==> src/rtl/addsub_pkg.sv <==
package addsub_pkg;
  typedef struct packed {
    logic carry;
    logic ovf;
    logic zero;
    logic half;
  } flags_t;
endpackage

==> src/rtl/addsub_slice.sv <==
module addsub_slice #(
  parameter int W = 4
) (
  input  logic [W-1:0] a_i,
  input  logic [W-1:0] b_i,
  input  logic         c_i,
  output logic [W-1:0] s_o,
  output logic         c_o
);
  logic [W:0] c;
  assign c[0] = c_i;
  for (genvar i = 0; i < W; i++) begin : g_bit
    assign s_o[i]  = a_i[i] ^ b_i[i] ^ c[i];
    assign c[i+1]  = (a_i[i] & b_i[i]) | (c[i] & (a_i[i] ^ b_i[i]));
  end
  assign c_o = c[W];
endmodule

==> src/rtl/addsub_carry_ctrl.sv <==
module addsub_carry_ctrl #(
  parameter bit BORROW_NORM = 1'b1
) (
  input  logic sub_i,
  input  logic chain_i,
  input  logic cin_i,
  input  logic cout_i,
  output logic cin_eff_o,
  output logic carry_o
);
  always_comb begin
    if (!chain_i)         cin_eff_o = sub_i;
    else if (BORROW_NORM) cin_eff_o = sub_i ^ cin_i;
    else                  cin_eff_o = cin_i;
  end
  // normalised: 1 = carry on add, borrow on subtract
  assign carry_o = BORROW_NORM ? (cout_i ^ sub_i) : cout_i;
endmodule

==> src/rtl/addsub_flag_gen.sv <==
module addsub_flag_gen #(
  parameter int W = 8
) (
  input  logic [W-1:0]           sum_i,
  input  logic                   a_msb_i,
  input  logic                   bx_msb_i,
  input  logic                   cout_i,
  input  logic                   carry_i,
  input  logic                   half_i,
  output addsub_pkg::flags_t     flags_o
);
  logic c_into_msb;
  assign c_into_msb    = sum_i[W-1] ^ a_msb_i ^ bx_msb_i;
  assign flags_o.carry = carry_i;
  assign flags_o.ovf   = c_into_msb ^ cout_i;
  assign flags_o.zero  = ~|sum_i;
  assign flags_o.half  = half_i;
endmodule

==> src/rtl/addsub_unit.sv <==
module addsub_unit #(
  parameter int WIDTH       = 8,
  parameter int SLICE_W     = 4,
  parameter bit BORROW_NORM = 1'b1
) (
  input  logic             clk_i,
  input  logic             rst_ni,
  input  logic             load_i,
  input  logic [WIDTH-1:0] a_i,
  input  logic [WIDTH-1:0] b_i,
  input  logic             sub_i,
  input  logic             chain_i,
  input  logic             cin_i,
  output logic [WIDTH-1:0] res_o,
  output logic             carry_o,
  output logic             ovf_o,
  output logic             zero_o,
  output logic             half_o
);
  import addsub_pkg::*;
  localparam int NSL = WIDTH / SLICE_W;

  logic [WIDTH-1:0] b_x, sum;
  logic [NSL:0]     c_chain;
  logic             carry_flag;
  flags_t           flags_d, flags_q;
  logic [WIDTH-1:0] res_q;

  assign b_x = b_i ^ {WIDTH{sub_i}};

  addsub_carry_ctrl #(.BORROW_NORM(BORROW_NORM)) u_cctl (
    .sub_i    (sub_i),
    .chain_i  (chain_i),
    .cin_i    (cin_i),
    .cout_i   (c_chain[NSL]),
    .cin_eff_o(c_chain[0]),
    .carry_o  (carry_flag)
  );

  for (genvar k = 0; k < NSL; k++) begin : g_slice
    addsub_slice #(.W(SLICE_W)) u_slice (
      .a_i(a_i[k*SLICE_W +: SLICE_W]),
      .b_i(b_x[k*SLICE_W +: SLICE_W]),
      .c_i(c_chain[k]),
      .s_o(sum[k*SLICE_W +: SLICE_W]),
      .c_o(c_chain[k+1])
    );
  end

  addsub_flag_gen #(.W(WIDTH)) u_flags (
    .sum_i   (sum),
    .a_msb_i (a_i[WIDTH-1]),
    .bx_msb_i(b_x[WIDTH-1]),
    .cout_i  (c_chain[NSL]),
    .carry_i (carry_flag),
    .half_i  (c_chain[1]),
    .flags_o (flags_d)
  );

  always_ff @(posedge clk_i or negedge rst_ni) begin
    if (!rst_ni) begin
      res_q   <= '0;
      flags_q <= '0;
    end else if (load_i) begin
      res_q   <= sum;
      flags_q <= flags_d;
    end
  end

  assign res_o   = res_q;
  assign carry_o = flags_q.carry;
  assign ovf_o   = flags_q.ovf;
  assign zero_o  = flags_q.zero;
  assign half_o  = flags_q.half;
endmodule

==> config.mk <==
export PLATFORM = sky130hd
export DESIGN_NAME = addsub_unit
export DESIGN_NICKNAME = d
export VERILOG_FILES = /design/src/rtl/addsub_pkg.sv /design/src/rtl/addsub_slice.sv /design/src/rtl/addsub_carry_ctrl.sv /design/src/rtl/addsub_flag_gen.sv /design/src/rtl/addsub_unit.sv
export SDC_FILE = /design/constraint.sdc
export NUM_CORES = 1
export LEC_CHECK = 0
export BUFFER_PORTS_ARGS = -buffer_cell sky130_fd_sc_hd__buf_4
export CAP_MARGIN = 20
export CORE_MARGIN = 5
export CORE_UTILIZATION = 25
export DETAILED_ROUTE_END_ITERATION = 7
export PLACE_DENSITY_LB_ADDON = 0.08
export SETUP_SLACK_MARGIN = 0.15
export SLEW_MARGIN = 20
export SYNTH_ARGS = -nofsm -noshare
export SYNTH_HDL_FRONTEND = slang
export SYNTH_SLANG_ARGS = --single-unit
==> constraint.sdc <==
create_clock -name clk_i -period 1 [get_ports clk_i]
set_clock_uncertainty 0.1 [all_clocks]
set_input_delay 0.2 -clock clk_i [delete_from_list [all_inputs] [get_ports clk_i]]
set_output_delay 0.2 -clock clk_i [all_outputs]
set_load 0.05 [all_outputs]
[Word-level counts from Yosys, hierarchy flattened]
Index checks and enable logic that the tools add are counted.
Cells by class
  mux-type cells: 1
  bitwise logic cells: 46
  reductions and logical operators: 2
Operators with widths (number)
  bitwise XOR 1 bit: 21
  AND 1 bit: 16
  OR 1 bit: 8
  OR reduction 8 bit: 1
  bitwise XOR 8 bit: 1
  zero test 1 bit: 1
  2-to-1 mux 1 bit: 1
Word-level totals
  bits in registers: 12
  bits of input ports: 22
  output and inout port bits: 12
  logic and storage cells: 54

[Longest topological paths before layout]
Gate-level depths: netlist of the first run.
  word-level depth: 20
  gate-level depth with buffers: 16
  depth with buffers taken out: 16

[Modules after synthesis]
Synthesis of the first run repeated with hierarchy kept, for this count alone.
Unflattened totals
  cells, all modules: 73
  area, all modules: 878.3 um^2
By module, submodules not included
  addsub_unit: times used 1, cells an instance 34, area each 561.8 um^2, seq. area each 300.3 um^2
  addsub_slice: times used 2, cells an instance 14, area each 117.6 um^2, seq. area each 0.0 um^2
  addsub_flag_gen: times used 1, cells an instance 8, area each 60.1 um^2, seq. area each 0.0 um^2
  addsub_carry_ctrl: times used 1, cells an instance 3, area each 21.3 um^2, seq. area each 0.0 um^2

[Worst setup path after synthesis of the first run]
OpenSTA, ideal clock, no wires.
  kind: input to register
  from: input sub_i
  to: register flags_q, in the netlist ovf_o
  library setup time: 125 ps
  arrival: 4242 ps
  data required time: 775 ps
  path slack: -3467 ps
  stages on the path: 16
  path buffers: 1
  cells stage by stage: buf_4 > xor2_1 > fa_1 > inv_1 > fa_1 > fa_1 > fa_1 > inv_1 > fa_1 > inv_1 > fa_1 > fa_1 > fa_1 > xnor3_1 > xor2_1 > mux2_4
RTL lines
  start, declared: line addsub_unit.sv:11  | input logic sub_i,
  end signal, assigned: line addsub_unit.sv:66  | flags_q <= flags_d;
  end, declared: line addsub_unit.sv:26  | flags_t flags_d, flags_q;

==> impl_metrics.env, run 1 <==
export IMPL_outcome="finished, violations left"
export IMPL_violations="setup timing"
export IMPL_yosysWarnings=0
export IMPL_gp_congestion=0.6438
export IMPL_grt_total_usage_pct=9.179
export IMPL_cts_sinks=12
export IMPL_hold_viol=0
export IMPL_die_y_um=65.93
export IMPL_powerDensity_nw_per_um2=1918
export IMPL_ys_types=18
export IMPL_cts_root_buf="clkbuf_4"
export IMPL_worstPathArrival_ns=3.92
export IMPL_holdWs_ns=0.1005
export IMPL_required_ns=1.06
export IMPL_portBuffers=33
export IMPL_path_max_fanout=2
export IMPL_routed_wl_mm=1.793
export IMPL_rows=20
export IMPL_cts_htree_levels=1
export IMPL_synth_area_leaders="dfrtp_1 (38%), fa_1 (20%), xnor2_1 (9.0%)"
export IMPL_worst_pin_slew_ns=0.2669
export IMPL_drive_gt1_share_pct=73.77
export IMPL_grt_max_degree=13
export IMPL_die_w_um=65.93
export IMPL_clock_latency_ns=0.27
export IMPL_setup_tns_ns=-21.09
export IMPL_drv_cap=0
export IMPL_numCtsBuffers=3
export IMPL_coreArea_um2=3028
export IMPL_layout_commonest_cell="buf_4"
export IMPL_vias=636
export IMPL_wl_met1_um=712
export IMPL_cts_tree="yes"
export IMPL_clockBufferDepth=2
export IMPL_synthesis_instances=67
export IMPL_layout_common_cells="buf_4 (32), buf_6 (20), dfrtp_2 (11)"
export IMPL_diodes=0
export IMPL_cts_clk_slew_worst_paths_ns=0.07
export IMPL_synth_seq_cells=12
export IMPL_dr_wl_met3_um=138
export IMPL_ys_seq_area_share_pct=38.40
export IMPL_fin_nets=153
export IMPL_routedWlPerCell_um=10.80
export IMPL_finalCritPeriodShare_pct=386.8
export IMPL_crit_type="in2reg"
export IMPL_antenna_found_initial=0
export IMPL_first_pass_iters=2
export IMPL_rsz0062_at_grt="yes"
export IMPL_maxSlewViolCount=0
export IMPL_p_leak_nw=0.6909
export IMPL_cp_start_kind="input pin"
export IMPL_finalSetupViolCount=24
export IMPL_grt_pass1_wl_mm=3.015
export IMPL_avgSynthCellArea_um2=11.67
export IMPL_drtAntennaViolNets=0
export IMPL_die_area_um2=4347
export IMPL_dr_first_iter_drc_count=10
export IMPL_yosys_area_top_type_share_pct=38.40
export IMPL_dr_wl_met2_um=915
export IMPL_areaGrowthSynthToFinish_pct=83.68
export IMPL_peakVddDrop_v=0.0004177
export IMPL_grt_ovfl_total=0
export IMPL_slew_headroom_pct=82.08
export IMPL_pre_cts_slack_ns=-3.318
export IMPL_rr_worst_depth=2
export IMPL_dp_hpwl_mm=1.491
export IMPL_synthesis_nets=97
export IMPL_grt_pass1_vias=713
export IMPL_drcViolationCount=0
export IMPL_synth_area_um2=782.0
export IMPL_end_kind="flop"
export IMPL_initial_core_util_pct=25.83
export IMPL_ios=34
export IMPL_max_freq_ghz=0.2585
export IMPL_synth_top_cell_by_area="dfrtp_1"
export IMPL_finalWorstSetupSlack_ns=-2.868
export IMPL_vias_per_cell=3.831
export IMPL_highest_signal_layer="met4"
export IMPL_hold_depth=2
export IMPL_fin_crit_ns=3.868
export IMPL_hold_path_class="in2reg"
==> cells in the mapped netlist <==
cell type   n
mux2i_1     1
o21ai_0     5
nand4_1     1
xor2_1      3
mux2_2      4
xnor3_1     1
fa_1        8
nand3b_1    1
nand2_1     6
buf_4       1
a21o_1      1
buf_2       1
dfrtp_1    12
mux2_4      1
clkbuf_1    1
inv_1      11
nor4_1      1
xnor2_1     8
==> area by class of cell <==
class                           instances  area (um^2)
Fill cell                             296         1592
Multi-Input combinational cell         41        499.2
Timing Repair Buffer                   54        490.5
Sequential cell                        12        314.1
Tap cell                               44        55.05
Inverter                               11        41.29
Clock buffer                            4        36.28
==> critical path, stage by stage <==
cell	delay [ns]
buf_6	0.10
xor2_2	0.17
fa_2	0.22
inv_2	0.04
fa_2	0.34
fa_2	0.35
fa_2	0.35
inv_2	0.08
fa_2	0.19
inv_2	0.04
fa_2	0.33
fa_2	0.35
fa_2	0.55
xnor3_1	0.22
xor2_1	0.15
mux2_4	0.25
==> sequential cells by signal, summed over array words and instances (netlist names) <==
| name | cells |
|---|---|
| carry_o | 1 |
| res_o | 8 |
| half_o | 1 |
| zero_o | 1 |
| ovf_o | 1 |
==> what timing repair did <==
action | CTS | global route
hold buffers | 1 | 0
gates resized for setup | 28 | 6
hold endpoints to repair | 12 | 0
pin swaps | 5 | 3
buffers inserted | 8 | 4
endpoints found under the setup margin | 24 | 24
==> power breakdown <==
group	internal (mW)	switching, mW
sequential	0.636	0.0909
combinational	0.816	0.838
clock	0.221	0.155
==> routing by layer <==
metal	up-vias	GRT usage (%)
met2	22	14.64
met3	2	1.871
li1	317	-
met1	295	11.09
met4	0	6.091
met5	-	0
==> final timing paths <==
kind	start	end	slack, ns
setup / recovery	b_i[0]	ovf_o$_DFFE_PN0P_	-2.87
hold / removal	load_i	res_o[7]$_DFFE_PN0P_	0.10
setup reg to reg	res_o[0]$_DFFE_PN0P_	res_o[0]$_DFFE_PN0P_	0
hold reg to reg	res_o[5]$_DFFE_PN0P_	res_o[5]$_DFFE_PN0P_	0.40
max in group asynchronous	rst_ni	res_o[3]$_DFFE_PN0P_	0.43
min in group asynchronous	rst_ni	zero_o$_DFFE_PN0P_	0.21
==> kinds of logic after synthesis <==
kind of cell,share of synthesized area (%)
AOI/OAI and AO/OA,4.160
xor gates and xnor gates,15.20
adders and majority gates,20.48
buffers and inverters,7.359
DFF,38.40
muxes,8.959
and+or+nand+nor,5.441
==> metrics by stage <==
step	instance area (um^2)	util, %	power [mW]	cells
after floorplan	848.3	-	1.603	67
after global placement	1182	39.05	2.044	149
after detailed placement	1182	39.05	2.063	149
after CTS	1380	45.58	2.725	162
after global routing	1436	47.44	2.938	166
final	1436	47.44	2.756	166
Power figures use the tool's default switching activity.
==> run 2: changes to the inputs <==
- GPL_TIMING_DRIVEN: not set -> 0
==> run 2 against run 1 <==
  * Sequential power about the same
  * Combinational power is 8% lower
  * Critical endpoint unchanged
  * Via count decreased by 5.5%
  * Largest power group unchanged
  * The flow still finishes with violations (setup timing)
  * Non-clock buffer count is 10 lower
  * Power decreased by 8.0%
  * Global-route usage decreased by 0.13 points
  * Critical path type unchanged
==> impl_metrics.env, run 2 (synthesis gave the netlist of run 1 again) <==
export IMPL_outcome="finished, violations left"
export IMPL_violations="setup timing"
export IMPL_die_y_um=65.93
export IMPL_worst_path_buf_inv=4
export IMPL_fill_cells=297
export IMPL_grt_max_degree=13
export IMPL_maxSlewViolCount=0
export IMPL_gp_congestion=0.6524
export IMPL_coreArea_um2=3028
export IMPL_finalCritPeriodShare_pct=386.0
export IMPL_grt_pass1_wl_mm=2.918
export IMPL_finalSetupViolCount=24
export IMPL_p_leak_nw=0.6261
export IMPL_required_ns=1.05
export IMPL_cts_tree="yes"
export IMPL_die_area_um2=4347
export IMPL_max_freq_ghz=0.2591
export IMPL_die_w_um=65.93
export IMPL_drv_cap=0
export IMPL_numCtsBuffers=3
export IMPL_pre_cts_slack_ns=-3.399
export IMPL_drtAntennaViolNets=0
export IMPL_cts_clk_slew_worst_paths_ns=0.07
export IMPL_rows=20
export IMPL_rsz0062_at_grt="yes"
export IMPL_end_kind="flop"
export IMPL_crit_type="in2reg"
export IMPL_dp_hpwl_mm=1.431
export IMPL_worstPathArrival_ns=3.91
export IMPL_cts_root_buf="clkbuf_4"
export IMPL_crit_top_cell="fa_2"
export IMPL_slew_headroom_pct=74.87
export IMPL_drcViolationCount=0
export IMPL_routedWlPerCell_um=10.72
export IMPL_cts_htree_levels=1
export IMPL_cts_sinks=12
export IMPL_grt_pass1_vias=644
export IMPL_crit_chain="buf_6 > xor2_2 > fa_2 > inv_2 > fa_2 > fa_2 > fa_2 > inv_2 > fa_2 > inv_2 > fa_2 > fa_2 > fa_2 > xnor3_1 > xor2_1 > mux2_4"
export IMPL_crit_path_top_delay_cell="fa_2"
export IMPL_layout_commonest_cell="buf_4"
export IMPL_dr_first_iter_drc_count=21
export IMPL_routed_wl_mm=1.672
export IMPL_vias_per_cell=3.853
export IMPL_initial_core_util_pct=25.83
export IMPL_path_max_fanout=2
export IMPL_powerDensity_nw_per_um2=1907
export IMPL_worst_pin_slew_ns=0.3770
export IMPL_clock_latency_ns=0.26
export IMPL_peakVddDrop_v=0.0004259
export IMPL_vias=601
export IMPL_cp_start_kind="input pin"
export IMPL_clockBufferDepth=2
export IMPL_diodes=0
export IMPL_cpLargestDelayFamily="adder cells"
export IMPL_grt_total_usage_pct=9.052
export IMPL_portBuffers=31
export IMPL_first_pass_iters=4
export IMPL_max_stage_delay_ns=0.54
export IMPL_layout_common_cells="buf_4 (22), buf_6 (18), dfrtp_2 (11)"
export IMPL_largest_register_ffs=8
export IMPL_drive_gt1_share_pct=67.86
export IMPL_grt_ovfl_total=0
export IMPL_fin_util_pct=43.88
export IMPL_ios=34
export IMPL_hold_viol=0
export IMPL_finalWorstSetupSlack_ns=-2.860
export IMPL_antenna_found_initial=0
export IMPL_hold_path_class="in2reg"
export IMPL_fin_crit_ns=3.860
export IMPL_fin_nets=143
export IMPL_areaGrowthSynthToFinish_pct=69.92
## run 2: through the flow
step | total power, mW | instances | hold WS [ns] | cell area, um^2 | setup TNS [ns]
global route | 2.722 | 156 | 0.1715 | 1329 | -21.59
floorplan | 1.603 | 67 | -0.1956 | 848.3 | -21.18
global placement | 2.000 | 142 | -0.05036 | 1136 | -22.79
detailed placement | 2.016 | 142 | -0.05128 | 1136 | -23.18
CTS | 2.557 | 154 | 0.1662 | 1314 | -20.59
finish | 2.534 | 156 | 0.1729 | 1329 | -20.27
## run 2: what timing repair did
item	4_1_cts	5_1_grt
hold endpoints to repair	12	0
hold buffers	1	0
pin swaps	5	0
setup buffers	7	2
gates resized for setup	27	0
setup endpoints to repair	24	24
## run 2: worst paths after layout
kind                                           start              endpoint  slack, ns  depth (start not counted)
min in group asynchronous                     rst_ni  res_o[3]$_DFFE_PN0P_       0.20                          2
worst max register to register  res_o[4]$_DFFE_PN0P_  res_o[4]$_DFFE_PN0P_          0                          2
worst min register to register  res_o[3]$_DFFE_PN0P_  res_o[3]$_DFFE_PN0P_       0.41                          2
worst max-delay path                          b_i[0]     ovf_o$_DFFE_PN0P_      -2.86                         16
worst min-delay path                          load_i  res_o[7]$_DFFE_PN0P_       0.17                          2
max in group asynchronous                     rst_ni  res_o[7]$_DFFE_PN0P_       0.43                          2
## run 2: metal layers
layer / routed length (um) / vias up / track usage, %
li1: - / 300 / -
met3: 126 / 4 / 1.701
met4: 36 / 0 / 5.330
met5: 0 / - / 0
met2: 811 / 24 / 14.39
met1: 697 / 273 / 11.33
## run 2: report_power, final
part           leakage, nW  internal [mW]  switching [mW]
registers            0.133          0.636          0.0907
logic                0.479          0.708           0.798
clock network       0.0150          0.154           0.147
## run 2: area by class of cell
type | count | area, um^2 | share of cell area [%]
plain buffers | 3 | 28.78 | 2.166
inverters | 11 | 41.29 | 3.107
repair buffers | 41 | 377.9 | 28.44
multi-input cells | 41 | 485.5 | 36.53
flip-flops and latches | 12 | 314.1 | 23.63
well taps | 44 | 55.05 | 4.143
clock buffers | 4 | 26.28 | 1.977
